===== src/rtl/ibr_pkg.sv =====
package ibr_pkg;
  localparam int unsigned WORD_W     = 64;
  localparam int unsigned BUS_AW     = 32;
  localparam int unsigned BUS_DW     = 32;
  localparam int unsigned SZ_W       = 4;
  localparam int unsigned RD_FLAG    = 48;
  localparam int unsigned SZ_LSB     = 56;
  localparam int unsigned DONE_BIT   = 11;
  localparam int unsigned RDATA_LSB  = 26;
  localparam int unsigned DATA_LSB   = 32;
  localparam int unsigned IDX_LSB    = 3;

  typedef enum logic [1:0] {
    IX_CTRL = 2'd0,
    IX_RSVD = 2'd1,
    IX_STAT = 2'd2,
    IX_DATA = 2'd3
  } reg_ix_e;
endpackage


===== src/rtl/ibr_decode.sv =====
module ibr_decode
  import ibr_pkg::*;
#(
  parameter int unsigned HADDR_W = 16
) (
  input  logic               hst_req,
  input  logic               hst_wr,
  input  logic               hst_full,
  input  logic [HADDR_W-1:0] hst_addr,
  output reg_ix_e            idx,
  output logic               rd_stb,
  output logic               ok_acc,
  output logic               ctl_wr,
  output logic               dat_wr,
  output logic               stat_rd
);
  always_comb begin
    idx     = reg_ix_e'(hst_addr[IDX_LSB +: 2]);
    rd_stb  = hst_req && !hst_wr;
    ok_acc  = hst_req && hst_full;
    ctl_wr  = ok_acc && hst_wr && (idx == IX_CTRL);
    dat_wr  = ok_acc && hst_wr && (idx == IX_DATA);
    stat_rd = ok_acc && !hst_wr && (idx == IX_STAT);
  end
endmodule


===== src/rtl/ibr_seq.sv =====
module ibr_seq
  import ibr_pkg::*;
(
  input  logic              clk,
  input  logic              rst,
  input  logic              ctl_wr,
  input  logic [WORD_W-1:0] ctl_word,
  input  logic [BUS_DW-1:0] data_hi,
  output logic              m_req,
  output logic              m_wr,
  output logic [SZ_W-1:0]   m_size,
  output logic [BUS_AW-1:0] m_addr,
  output logic [BUS_DW-1:0] m_wdata,
  input  logic              m_ready,
  output logic              done_p,
  output logic              done_rd
);
  logic launch;
  assign launch  = ctl_wr && !m_req;
  assign done_p  = m_req && m_ready;
  assign done_rd = !m_wr;

  always_ff @(posedge clk) begin
    if (rst) begin
      m_req   <= 1'b0;
      m_wr    <= 1'b0;
      m_size  <= '0;
      m_addr  <= '0;
      m_wdata <= '0;
    end else if (m_req) begin
      if (m_ready) m_req <= 1'b0;
    end else if (launch) begin
      m_req   <= 1'b1;
      m_wr    <= !ctl_word[RD_FLAG];
      m_size  <= ctl_word[SZ_LSB +: SZ_W];
      m_addr  <= ctl_word[BUS_AW-1:0];
      m_wdata <= data_hi;
    end
  end
endmodule


===== src/rtl/ibr_status.sv =====
module ibr_status
  import ibr_pkg::*;
(
  input  logic              clk,
  input  logic              rst,
  input  logic              done_p,
  input  logic              done_rd,
  input  logic              m_err,
  input  logic [BUS_DW-1:0] m_rdata,
  input  logic              stat_rd,
  output logic [WORD_W-1:0] stat_q
);
  logic [WORD_W-1:0] post;

  always_comb begin
    post = '0;
    post[DONE_BIT] = 1'b1;
    if (done_rd) post[RDATA_LSB +: BUS_DW] = m_err ? {BUS_DW{1'b1}} : m_rdata;
  end

  always_ff @(posedge clk) begin
    if (rst)          stat_q <= '0;
    else if (done_p)  stat_q <= post;
    else if (stat_rd) stat_q <= '0;
  end
endmodule


===== src/rtl/ibr_bridge.sv =====
module ibr_bridge
  import ibr_pkg::*;
#(
  parameter int unsigned HADDR_W = 16
) (
  input  logic               clk,
  input  logic               rst,
  input  logic               hst_req,
  input  logic               hst_wr,
  input  logic               hst_full,
  input  logic [HADDR_W-1:0] hst_addr,
  input  logic [63:0]        hst_wdata,
  output logic               hst_rvalid,
  output logic [63:0]        hst_rdata,
  output logic               m_req,
  output logic               m_wr,
  output logic [3:0]         m_size,
  output logic [31:0]        m_addr,
  output logic [31:0]        m_wdata,
  input  logic               m_ready,
  input  logic               m_err,
  input  logic [31:0]        m_rdata
);
  reg_ix_e           idx;
  logic              rd_stb, ok_acc, ctl_wr, dat_wr, stat_rd;
  logic              done_p, done_rd;
  logic [BUS_DW-1:0] data_q;
  logic [WORD_W-1:0] stat_word;
  logic [WORD_W-1:0] rd_mux;

  ibr_decode #(.HADDR_W(HADDR_W)) u_dec (
    .hst_req(hst_req), .hst_wr(hst_wr), .hst_full(hst_full), .hst_addr(hst_addr),
    .idx(idx), .rd_stb(rd_stb), .ok_acc(ok_acc), .ctl_wr(ctl_wr),
    .dat_wr(dat_wr), .stat_rd(stat_rd)
  );

  ibr_seq u_seq (
    .clk(clk), .rst(rst), .ctl_wr(ctl_wr), .ctl_word(hst_wdata), .data_hi(data_q),
    .m_req(m_req), .m_wr(m_wr), .m_size(m_size), .m_addr(m_addr), .m_wdata(m_wdata),
    .m_ready(m_ready), .done_p(done_p), .done_rd(done_rd)
  );

  ibr_status u_stat (
    .clk(clk), .rst(rst), .done_p(done_p), .done_rd(done_rd), .m_err(m_err),
    .m_rdata(m_rdata), .stat_rd(stat_rd), .stat_q(stat_word)
  );

  always_ff @(posedge clk) begin
    if (rst)         data_q <= '0;
    else if (dat_wr) data_q <= hst_wdata[DATA_LSB +: BUS_DW];
  end

  always_comb begin
    rd_mux = '0;
    if (ok_acc) begin
      case (idx)
        IX_STAT: rd_mux = stat_word;
        IX_DATA: rd_mux[DATA_LSB +: BUS_DW] = data_q;
        default: rd_mux = '0;
      endcase
    end
  end

  always_ff @(posedge clk) begin
    if (rst) begin
      hst_rvalid <= 1'b0;
      hst_rdata  <= '0;
    end else begin
      hst_rvalid <= rd_stb;
      if (rd_stb) hst_rdata <= rd_mux;
    end
  end
endmodule


===== config.mk =====
export PLATFORM = sky130hd
export DESIGN_NAME = ibr_bridge
export DESIGN_NICKNAME = d
export VERILOG_FILES = /design/src/rtl/ibr_pkg.sv /design/src/rtl/ibr_decode.sv /design/src/rtl/ibr_seq.sv /design/src/rtl/ibr_status.sv /design/src/rtl/ibr_bridge.sv
export SDC_FILE = /design/constraint.sdc
export NUM_CORES = 1
export LEC_CHECK = 0
export BUFFER_PORTS_ARGS = -buffer_cell sky130_fd_sc_hd__buf_2
export CORE_ASPECT_RATIO = 1.4
export CORE_MARGIN = 2
export CORE_UTILIZATION = 52
export CTS_BUF_LIST = sky130_fd_sc_hd__clkbuf_8
export DETAILED_ROUTE_END_ITERATION = 10
export GPL_ROUTABILITY_DRIVEN = 0
export PLACE_DENSITY = 0.82
export SYNTH_ARGS = -nofsm -noshare
export SYNTH_HDL_FRONTEND = slang
export SYNTH_SLANG_ARGS = --single-unit
export TNS_END_PERCENT = 1

===== constraint.sdc =====
create_clock -name clk -period 1.7 [get_ports clk]
set_input_delay 0.255 -clock clk [delete_from_list [all_inputs] [get_ports clk]]
set_output_delay 0.255 -clock clk [all_outputs]
set_load 0.03 [all_outputs]

**Word level (Yosys, flattened, before mapping)**

Index checks and enable logic that the tools add are counted.

- Flip-flop bits (word level): 200
- Bits of input ports: 119
- Word-level logic and storage cells: 37

- Equal/unequal tests: 2
- Mux-type cells: 10
- Bitwise gates (word level): 1
- Reduce and logical (&&, ||, !) cells: 15

Operator list:

| cell | count |
|---|---|
| 58-bit 2-to-1 mux | 2 |
| 32-bit 2-to-1 mux | 3 |
| 64-bit 2-to-1 mux | 1 |
| 32-bit one-hot mux with 2 select lines | 1 |
| 1-bit logical AND | 9 |
| 2-bit equality test, second input constant | 2 |
| 1-bit zero test | 3 |
| 1-bit 2-to-1 mux | 3 |
| 2-bit zero test | 1 |
| 2-bit AND reduction | 1 |
| 2-bit nonzero test | 1 |
| 1-bit inverter | 1 |

**Depth between registers and ports, before layout**

Gate-level depths: netlist of the first run.

- Depth after elaboration: 6
- Mapped depth: 6
- Gate-level depth less buffers: 3

**Modules after synthesis**

Synthesis of the first run repeated with hierarchy kept, for this count alone.

- Cells, all modules: 802
- Area, all modules: 8415.6 um^2

Modules (own cells, without submodules):

| module | instances | cells each | area an instance (um^2) | sequential area each (um^2) |
|---|---|---|---|---|
| ibr_bridge | 1 | 290 | 3498.4 | 1941.9 |
| ibr_seq | 1 | 319 | 3153.0 | 1401.3 |
| ibr_status | 1 | 184 | 1694.1 | 660.6 |
| ibr_decode | 1 | 9 | 70.1 | 0.0 |

**Least setup slack after synthesis of the first run**

Ideal clock, no wire load.

- Kind: input-to-reg
- From: input port hst_full
- To: register hst_rdata[38]
- Library setup time: 122 ps
- Data arrival time: 1271 ps
- Data required time: 1578 ps
- Path slack: 308 ps
- Cell stages on the path: 6
- Buffers on the path: 3
- Cells stage by stage: and3b_1 -> buf_6 -> and3b_1 -> buf_6 -> buf_6 -> a221o_1

- Word-level cells in the longest chain between the ends: 2

Ends and longest elaborated chain:

| what | RTL line | text |
|---|---|---|
| start, declared | ibr_bridge.sv:10 | `input logic hst_full,` |
| 1-bit logical AND | ibr_decode.sv:20 | `ok_acc = hst_req && hst_full;` |
| 64-bit 2-to-1 mux | ibr_bridge.sv:55 | `if (ok_acc) begin` |
| end signal, assigned | ibr_bridge.sv:70 | `if (rd_stb) hst_rdata <= rd_mux;` |
| end, declared | ibr_bridge.sv:14 | `output logic [63:0] hst_rdata,` |

No other way between the ends.
A chain may end at the register's enable or synchronous reset.

**Worst setup path after layout of the first run**

- From: register u_seq.m_req
- To: register u_seq.m_wdata[7]

- Word-level cells in the longest chain between the ends: 3
- Elaborated cells between the ends (all ways): 4
- Those cells by class: bitwise: 1; reduce/logical: 3

Ends and longest elaborated chain:

| what | RTL line | text |
|---|---|---|
| start, declared | ibr_seq.sv:9 | `output logic m_req,` |
| start signal, assigned | ibr_seq.sv:25 | `m_req <= 1'b0;` |
| start signal, assigned | ibr_seq.sv:31 | `if (m_ready) m_req <= 1'b0;` |
| start signal, assigned | ibr_seq.sv:33 | `m_req <= 1'b1;` |
| 1-bit zero test | ibr_seq.sv:19 | `assign launch = ctl_wr && !m_req;` |
| 1-bit logical AND | ibr_seq.sv:19 |  |
| 2-bit AND reduction (no line) * | - |  |
| end signal, assigned | ibr_seq.sv:37 | `m_wdata <= data_hi;` |
| end, declared | ibr_seq.sv:13 | `output logic [BUS_DW-1:0] m_wdata,` |

Every way passes the cells marked *; elsewhere a longest branch is shown, timed or not.

==> impl_metrics.csv, run 1 <==
group,metric,value,unit
status,status,"completed",
clock_tree,cts_buffers,17,
global_routing,grt.busiest_layer,"met2",
critical_path,crit_type,"reg -> reg",
clock_tree,clkTransAtPathRegs,100,ps
pwr,p_leak,3.73,nW
die,fp.dieW,105,microns
sta,period_share,83.3,%
layout,nNetsFinal,1040,
worst_hold_path,hold_path_class,"in -> reg",
placement,numPortBuffers,214,
synth,avgSynthCellArea,10.2,sq um
synth,syn-instance-count,729,
pwr,ir_drop,0.000522,V
drt,vias,5838,
sta,setup_viol,0,
global_routing,grtUsageMet2,39.9,%
job,drv_cap,0,
drt,finalWirelength,17800,microns
die,start_util,53.3,%
sta,fmax,706,MHz
synth,seq_area_frac_synth,47.2,%
global_routing,grt_pass1_vias,5672,
sta,finalClockSkew,16.1,ps
synth,ys_ff_latch,175,
synth,async_flop_share,0,%
global_routing,grt_usage,23.2,%
synth,ys.warnings.count,0,
clock_tree,clock_latency,440,ps
layout,final_area,0.00901,sq mm
clock_tree,htree_num_levels,4,
die,ios,254,
placement,placed_area,0.00864,sq mm
critical_path,start_kind,"flop",
drt,drt_iter0_markers,317,
sta,rsz0062_at_grt,"false",
synth,ys_types,27,
drt,ant_nets,0,
clock_tree,postCtsHoldBufs,0,
critical_path,endpoint_kind,"flop",
layout,drive_above_1_share,29.5,%
layout,final_cell_mix,"buf_2 (213), dfxtp_1 (175), nand2b_1 (167)",
layout,post-route-util,64.8,%
drt,wire_per_inst,15.9,microns
drt,drt-pass1-iter-count,5,
sta,whs,59.2,ps
die,placementRows,51,
critical_path,worstPathRequired,2070,ps
drt,routed_via_density,5.22,
critical_path,critPathMaxFanout,12,
sta,period_needed,1420,ps
global_routing,antenna_found_initial,2,
global_routing,met1_usage,27.9,%
die,core,0.0139,sq mm
die,fp.dieArea,0.0152,sq mm
synth,synth_area,0.00742,sq mm
global_routing,use_met3,6.20,%
clock_tree,clockRootBuffer,"clkbuf_8",
clock_tree,cts_buffer_depth,2,
sta,slew_headroom,60.5,%
clock_tree,post_cts_buffers,0,
global_routing,overflow,0,
sta,hold_viol_final,0,
critical_path,crit_arrival,1780,ps
synth,synth_ff_type,"dfxtp_1",
die,die_h,145,microns
clock_tree,cts_tree,"yes",
clock_tree,ctsResizeCount,0,
sta,tightest_slew,593,ps
sta,slew_violations,0,
global_routing,grt_first_pass_wirelength,28600,microns
clock_tree,clkSinkCount,175,
layout,final_common_cell,"buf_2",
placement,post-dp-hpwl,12200,microns
global_routing,grt_max_degree,112,
synth,synth_edf_count,0,
critical_path,r2r_setup_slack,280,ps
drt,drc_errors,0,
pwr,p_per_area,830,mW/mm^2
sta,tns,0,ps
layout,area_growth,21.5,%
==> power breakdown <==
group | switching, mW | leakage [nW] | internal [mW]
logic | 0.336 | 2.13 | 0.249
clock network | 1.51 | 0.186 | 1.24
registers | 0.0168 | 1.41 | 4.13
==> critical path, cell delays in order, from the launching register on <==
cell and delay (ps):
dfxtp_1 370, nor4_2 290, buf_4 290, buf_12 190, mux2i_1 190
==> area by class of cell <==
type,count,area [sq um]
fillers,1215,4900
multi-input cells,486,3510
flip-flops and latches,175,3500
repair buffers,241,1390
clock buffers,19,262
well taps,185,231
clock inverters,11,110
diodes,2,5.00
==> worst paths after layout <==
path	startpoint	end	cells after the start
hold / removal	hst_wdata[23]	u_seq.m_addr[23]	3
hold reg to reg	u_seq.m_wdata[8]	u_seq.m_wdata[8]	2
setup reg to reg	u_seq.m_req	u_seq.m_wdata[7]	4
setup / recovery	u_seq.m_req	u_seq.m_wdata[7]	4
==> stage by stage <==
stage,total power [mW],cells,worst slack (ps)
2_1_floorplan,4.65,753,308
3_3_place_gp,4.82,1087,183
3_5_place_dp,4.82,1087,203
4_1_cts,7.54,1117,251
5_1_grt,7.77,1119,152
6_report,7.48,1119,284
==> synth_stat cells, types with 13 or more instances <==
library cell	n	area [sq um]
dfxtp_1	175	3500
nand2b_1	167	1040
mux2i_1	100	1000
clkbuf_1	41	154
o22ai_1	33	206
nand3b_1	32	240
o21ai_0	32	160
buf_4	31	233
a221o_1	26	260
nor3b_1	26	195
nor2_1	16	60.1
a32oi_1	13	114
buf_2	13	65.1
==> registers in the layout, indices dropped and copies added (netlist names) <==
name	count
u_seq.m_wr	1
u_seq.m_wdata	32
u_seq.m_addr	32
u_stat.stat_q	33
hst_rdata	39
u_seq.m_req	1
u_seq.m_size	4
hst_rvalid	1
data_q	32
==> layer usage <==
metal  wire [microns]  up-vias
met5                0        -
met4              298        0
li1                 -     2877
met2             8870      209
met1             7430     2731
met3             1160       21
==> cells by family (layout without fill, tap and decap cells) <==
group | after synthesis | after routing | synth area share (%)
simple gates | 255 | 255 | 22.2
flops | 175 | 175 | 47.2
compound gates | 105 | 105 | 10.1
mux | 101 | 101 | 13.6
buf+inv | 92 | 271 | 6.85
other cells | 1 | 27 | 0.0506
Power figures use the tool's default switching activity.
==> run 2, diff against run 1 <==
==> constraint.sdc (replaced) <==
create_clock -name clk -period 1.5 [get_ports clk]
set_input_delay 0.225 -clock clk [delete_from_list [all_inputs] [get_ports clk]]
set_output_delay 0.225 -clock clk [all_outputs]
set_load 0.03 [all_outputs]
==> run 2 against run 1 <==
Compared with the run above: core utilization rose by 2.4 points; power is 19% higher; sequential share of layout area is 1.4 points lower; worst setup slack worse by 190 ps; critical path depth is 1 higher; combinational power grew 24%; routed wire length grew 2.8%; clock power rose by 26%; cell count is 2.4% higher; count of clock-buffer cells in the layout down 2; via count grew 1.2%; critical path type is now in -> reg.
==> impl_metrics.csv, run 2 (synthesis results as in run 1) <==
group,metric,value,unit
worst_hold_path,hold_depth,3,
pwr,ir_drop,0.000573,V
job,drv_cap,0,
critical_path,crit_cells,5,
critical_path,r2r_setup_slack,150,ps
sta,worst_slack,99.0,ps
placement,dp_slack,61.3,ps
sta,period_share,93.4,%
placement,post-dp-hpwl,12000,microns
sta,tightest_slew,574,ps
layout,instances_no_fill,1146,
layout,drive_above_1_share,28.7,%
clock_tree,clock_latency,450,ps
drt,ant_nets,0,
die,fp.dieW,105,microns
critical_path,cp_top_family,"buffers and inverters",
critical_path,endpoint,"hst_rdata[40]",
status,status,"completed",
clock_tree,cts_buffers,17,
drt,wire_per_inst,15.9,microns
sta,rsz0062_at_grt,"false",
clock_tree,ctsResizeCount,0,
pwr,p_int,6.69,mW
layout,reg.largest.list,"hst_rdata (39), u_stat.stat_q (33)",
sta,tns,0,ps
critical_path,ff2ff_path_depth,4,
layout,final_cell_mix,"buf_2 (213), dfxtp_1 (175), nand2b_1 (167)",
die,fp.dieArea,0.0152,sq mm
critical_path,reg2reg_from,"u_seq.m_req",
critical_path,crit_type,"in -> reg",
die,start_util,53.3,%
pwr,p_leak,3.87,nW
critical_path,endpoint_kind,"flop",
pwr,power.switching,2.21,mW
pwr,finalPower,8.90,mW
critical_path,cp-startpoint,"rst",
sta,slew_headroom,61.7,%
clock_tree,cts_buffer_depth,2,
pwr,power_frac_clock,39.1,%
global_routing,grt_usage,23.6,%
critical_path,crit_arrival,1740,ps
placement,post-place-cells,1088,
critical_path,rr_endpoint,"u_seq.m_wdata[25]",
sta,setup_viol,0,
pwr,power_frac_seq,52.8,%
critical_path,cpMaxStageDelayCell,"dlygate4sd3_1",
die,die_h,145,microns
layout,top_register,"hst_rdata",
drt,drc_errors,0,
drt,drt-pass1-iter-count,4,
pwr,combPwrFrac,8.1,%
die,core,0.0139,sq mm
critical_path,critPathMaxFanout,145,
global_routing,antenna_found_initial,1,
clock_tree,clockRootBuffer,"clkbuf_8",
pwr,p_sw_share,24.8,%
critical_path,start_kind,"input pin",
critical_path,critPathBufInv,3,
layout,nNetsFinal,1068,
critical_path,cp_slowest_stage_delay,540,ps
critical_path,worstPathRequired,1840,ps
die,placementRows,51,
global_routing,grt_pass1_vias,5859,
drt,finalWirelength,18200,microns
global_routing,overflow,0,
clock_tree,cts_tree,"yes",
drt,drt_iter0_markers,270,
sta,fmax,714,MHz
layout,largest_reg_flops,39,
sta,finalClockSkew,12.0,ps
layout,final_common_cell,"buf_2",
global_routing,grt_max_degree,146,
clock_tree,htree_num_levels,4,
global_routing,grt_first_pass_wirelength,29000,microns
clock_tree,clkTransAtPathRegs,100,ps
sta,slew_violations,0,
pwr,p_per_area,952,mW/mm^2
drt,routed_via_density,5.15,
clock_tree,clkSinkCount,175,
worst_hold_path,hold_path_class,"in -> reg",
drt,vias,5907,
placement,numPortBuffers,214,
sta,hold_viol_final,0,
layout,area_growth,26.0,%
sta,period_needed,1400,ps
die,ios,254,
critical_path,worstPathCellList,"dlygate4sd3_1, buf_6, buf_12, nor3b_1, a221o_1",
[run 2: changes by cell type in the layout (fill, tap and decap cells not counted), sizes merged]
| cell | previous run | this run |
|---|---|---|
| diode | 2 | 1 |
| dlygate4sd3 | 0 | 27 |
| inv | 3 | 6 |
| buf | 241 | 242 |
| clkinv | 5 | 3 |
| bufinv | 1 | 3 |
| clkbuf | 19 | 17 |
| clkinvlp | 2 | 1 |
[run 2: worst min-delay path by stage]
stage / end / slack [ps] / start
CTS: u_seq.m_addr[5] / 0.5 / hst_wdata[5]
floorplan: u_seq.m_addr[0] / 380 / hst_wdata[0]
global placement: u_seq.m_req / 450 / rst
global route: u_seq.m_addr[3] / 4 / hst_wdata[3]
finish: data_q[30] / 30 / hst_wdata[62]
detailed placement: u_seq.m_req / 460 / rst
[run 2: repair_timing]
item / 4_1_cts / 5_1_grt
hold endpoints to repair: 27 / 0
hold buffers: 27 / 0
setup buffers: 0 / 0
endpoints found under the setup margin: 0 / 0
[run 2: final cells by class]
class / instances / area, sq um
flip-flops and latches: 175 / 3500
repair buffers: 269 / 1680
well taps: 185 / 231
clock inverters: 13 / 180
clock buffers: 17 / 234
multi-input cells: 486 / 3510
diodes: 1 / 2.50
fillers: 1135 / 4570
[run 2: power groups by stage]
stage	clock network, mW	logic (mW)	registers [mW]
3_5_place_dp	0	0.666	4.80
3_3_place_gp	0	0.660	4.80
6_report	3.48	0.725	4.69
2_1_floorplan	0	0.441	4.83
4_1_cts	3.55	0.721	4.69
5_1_grt	3.73	0.783	4.70
[run 2: tightest hold or removal path, delay by kind of cell]
family / cells / cell delay [ps]
buf+inv: 1 / 100
simple gates: 1 / 60
mux: 1 / 60
[run 2: through the flow]
stage	utilization [%]	area [sq um]	hold WS, ps
after global placement	62.2	8660	452
after detailed placement	62.2	8660	456
after global routing	67.2	9340	3.80
after CTS	67.2	9340	0.545
after floorplan	-	7510	380
final	67.2	9340	30.0
[run 2: layer usage]
metal	track usage [%]	vias up	wire length, microns
met5	0	-	0
met4	9.53	0	286
met3	6.83	16	1340
met2	39.3	225	9020
met1	28.7	2742	7590
li1	-	2924	-
==> run 3, diff against run 2 <==
--- a/config.mk
+++ b/config.mk
@@ -5,10 +5,11 @@
 export SDC_FILE = /design/constraint.sdc
 export NUM_CORES = 1
 export LEC_CHECK = 0
+export ABC_AREA = 1
 export BUFFER_PORTS_ARGS = -buffer_cell sky130_fd_sc_hd__buf_2
 export CORE_ASPECT_RATIO = 1.4
-export CORE_MARGIN = 2
-export CORE_UTILIZATION = 52
+export CORE_MARGIN = 5
+export CORE_UTILIZATION = 51
 export CTS_BUF_LIST = sky130_fd_sc_hd__clkbuf_8
 export DETAILED_ROUTE_END_ITERATION = 10
 export GPL_ROUTABILITY_DRIVEN = 0
==> run 3 against run 2 <==
Compared with the run above: worst hold slack got worse by 3.6 ps; cell count increased by 22%; count of clock-buffer cells in the layout is 1 higher; core utilization up 1.2 points; via count grew 21%; area after synthesis is 5.3% lower; final area decreased by 1.6%; synthesized cell count is 32% higher; largest cell class is now registers.
==> impl_metrics.csv, run 3 <==
group,metric,value,unit
die,ios,254,
global_routing,overflow,0,
sta,rsz0062_at_grt,"false",
clock_tree,ctsResizeCount,0,
clock_tree,clock_latency,460,ps
sta,tightest_slew,528,ps
layout,top_register,"hst_rdata",
layout,reg.largest.list,"hst_rdata (39), u_stat.stat_q (33)",
critical_path,cp_slowest_stage_delay,340,ps
layout,multi_input_area,0.00289,sq mm
critical_path,ff2ff_path_depth,5,
sta,fmax,748,MHz
synth,syn-instance-count,964,
global_routing,grt_pass1_vias,6804,
synth,ys_ff_latch,175,
die,start_util,52.2,%
synth,avgSynthCellArea,7.28,sq um
critical_path,worstPathRequired,1270,ps
sta,setup_viol,0,
synth,ys_top_cells_by_area,"dfxtp_1 (50%), nor2_1 (12%), o21ai_0 (9.1%)",
clock_tree,clkSinkCount,175,
sta,hold_viol_final,0,
pwr,power.switching,2.43,mW
clock_tree,postCtsHoldBufs,52,
drt,drt-pass1-iter-count,5,
die,die_h,149,microns
critical_path,reg2reg_from,"u_seq.m_req",
drt,wire_per_inst,15.0,microns
layout,nNetsFinal,1322,
critical_path,crit_type,"reg -> out",
layout,largest_reg_flops,39,
critical_path,r2r_setup_slack,250,ps
layout,seqCellArea,0.00350,sq mm
pwr,combPwrFrac,9.4,%
drt,dr_wl_met2,10100,microns
status,status,"completed",
placement,post-dp-hpwl,13700,microns
worst_hold_path,holdPathEnd,"data_q[11]",
layout,final_cell_mix,"nor2_1 (227), buf_2 (214), dfxtp_1 (175)",
critical_path,cp_top_family,"flip-flops",
synth,synth_area,0.00702,sq mm
sta,slew_violations,0,
critical_path,critPathMaxFanout,3,
sta,slew_headroom,64.8,%
drt,ant_nets,0,
clock_tree,htree_num_levels,4,
drt,drt_iter0_markers,595,
pwr,power_frac_clock,39.1,%
layout,area_growth,30.9,%
clock_tree,clkTransAtPathRegs,90,ps
worst_hold_path,min_from,"hst_wdata[43]",
pwr,power_frac_seq,51.5,%
sta,tns,0,ps
global_routing,grt_usage,25.8,%
synth,synth_edf_count,0,
clock_tree,cts_buffers,17,
critical_path,start_kind,"flop",
clock_tree,cts_tree,"yes",
global_routing,antenna_found_initial,2,
synth,yosysTopAreaCell,"dfxtp_1",
drt,wl_met1,8640,microns
critical_path,rr_endpoint,"u_seq.m_addr[27]",
clock_tree,cts_buffer_depth,2,
clock_tree,clockRootBuffer,"clkbuf_8",
pwr,p_int,6.79,mW
drt,routed_via_density,5.12,
drt,top_layer_used,"met4",
die,core,0.0135,sq mm
synth,ys_types,18,
synth,synth_most_common_cell,"nor2_1",
pwr,p_sw_share,26.4,%
drt,met3_length,1710,microns
drt,drc_errors,0,
die,fp.dieArea,0.0162,sq mm
clock_tree,post_cts_buffers,0,
pwr,p_leak,4.20,nW
synth,ys.warnings.count,0,
global_routing,grt_max_degree,70,
drt,finalWirelength,21100,microns
synth,seq_area_frac_synth,49.9,%
critical_path,worstPathCellList,"buf_4, buf_2",
worst_hold_path,hold_depth,3,
global_routing,grt_first_pass_wirelength,33800,microns
sta,finalClockSkew,12.3,ps
layout,post-route-util,68.4,%
layout,drive_above_1_share,23.1,%
critical_path,crit_arrival,1110,ps
layout,num-fill-cells,1091,
critical_path,critPathBufInv,2,
pwr,p_per_area,1000,mW/mm^2
critical_path,cpMaxStageDelayCell,"dfxtp_1",
synth,synth_ff_type,"dfxtp_1",
pwr,ir_drop,0.000704,V
worst_hold_path,hold_path_class,"in -> reg",
layout,final_common_cell,"nor2_1",
synth,netlist.area_leader.share,49.9,%
synth,async_flop_share,0,%
drt,vias,7163,
critical_path,endpoint_kind,"output pin",
die,fp.dieW,109,microns
die,placementRows,50,
sta,period_needed,1340,ps
sta,period_share,89.1,%
placement,numPortBuffers,214,
job,drv_cap,0,
synth,yosys-top-cells-count,"nor2_1 (228), dfxtp_1 (175), o21ai_0 (127)",
-- run 3: cell count changes after synthesis, sizes merged, moves of 58 or more --
| cell | change |
|---|---|
| o21ai | +100 |
| mux2i | -100 |
| nor2 | +215 |
| nand2b | -167 |
| nand2 | +98 |
| inv | +58 |
| nor3 | +68 |
-- run 3: cell families after synthesis --
family	share of synthesized area (%)
AND/OR/NAND/NOR	27.1
flip-flops	49.9
other	0.0534
buffers and inverters	10.2
AO/OA/AOI/OAI	12.8
-- run 3: tightest hold or removal path, stage by stage --
cell and delay (ps):
buf_2 90, nor2_1 40, nor2_1 80
-- run 3: worst max path at each step --
| stage | start | end | cells past startpoint |
|---|---|---|---|
| 6_report | u_seq.m_req | m_req | 2 |
| 4_1_cts | u_seq.m_req | m_req | 2 |
| 3_3_place_gp | hst_wr | data_q[13] | 7 |
| 5_1_grt | u_seq.m_req | m_req | 2 |
| 2_1_floorplan | u_seq.m_req | u_stat.stat_q[50] | 5 |
| 3_5_place_dp | hst_wr | data_q[5] | 7 |
-- run 3: metrics by stage --
| step | power, mW | hold slack (ps) | setup WS, ps | cell area (sq um) | std cells |
|---|---|---|---|---|---|
| floorplan | 5.34 | 360 | 97.9 | 7110 | 988 |
| finish | 9.22 | 26.4 | 164 | 9190 | 1400 |
| global placement | 5.59 | 447 | 244 | 8230 | 1314 |
| CTS | 9.27 | 1.76 | 133 | 9190 | 1398 |
| global route | 9.58 | 7.05 | 105 | 9190 | 1400 |
| detailed placement | 5.60 | 452 | 201 | 8230 | 1314 |
-- run 3: area by class of cell --
class                      count  share of cell area [%]
inverter                      58                    2.37
multi-input combinational    659                    31.5
clock inverter                14                    2.04
clock buffer                  18                    2.69
timing repair buffer         292                    20.8
sequential                   175                    38.1
tap                          182                    2.48
antenna                        2                  0.0544
-- run 3: per-layer routing --
layer  track usage [%]  vias to the layer above
met3              6.50                       49
met4              10.2                        0
met5                 0                        -
li1                  -                     3529
met1              33.5                     3263
met2              41.0                      322
-- run 3: power by group through the flow --
stage / Clock (mW) / Combinational [mW] / Sequential (mW)
after floorplan: 0 / 0.402 / 4.93
after global placement: 0 / 0.740 / 4.85
after detailed placement: 0 / 0.744 / 4.86
after CTS: 3.66 / 0.853 / 4.75
after global routing: 3.88 / 0.932 / 4.76
final: 3.60 / 0.868 / 4.75
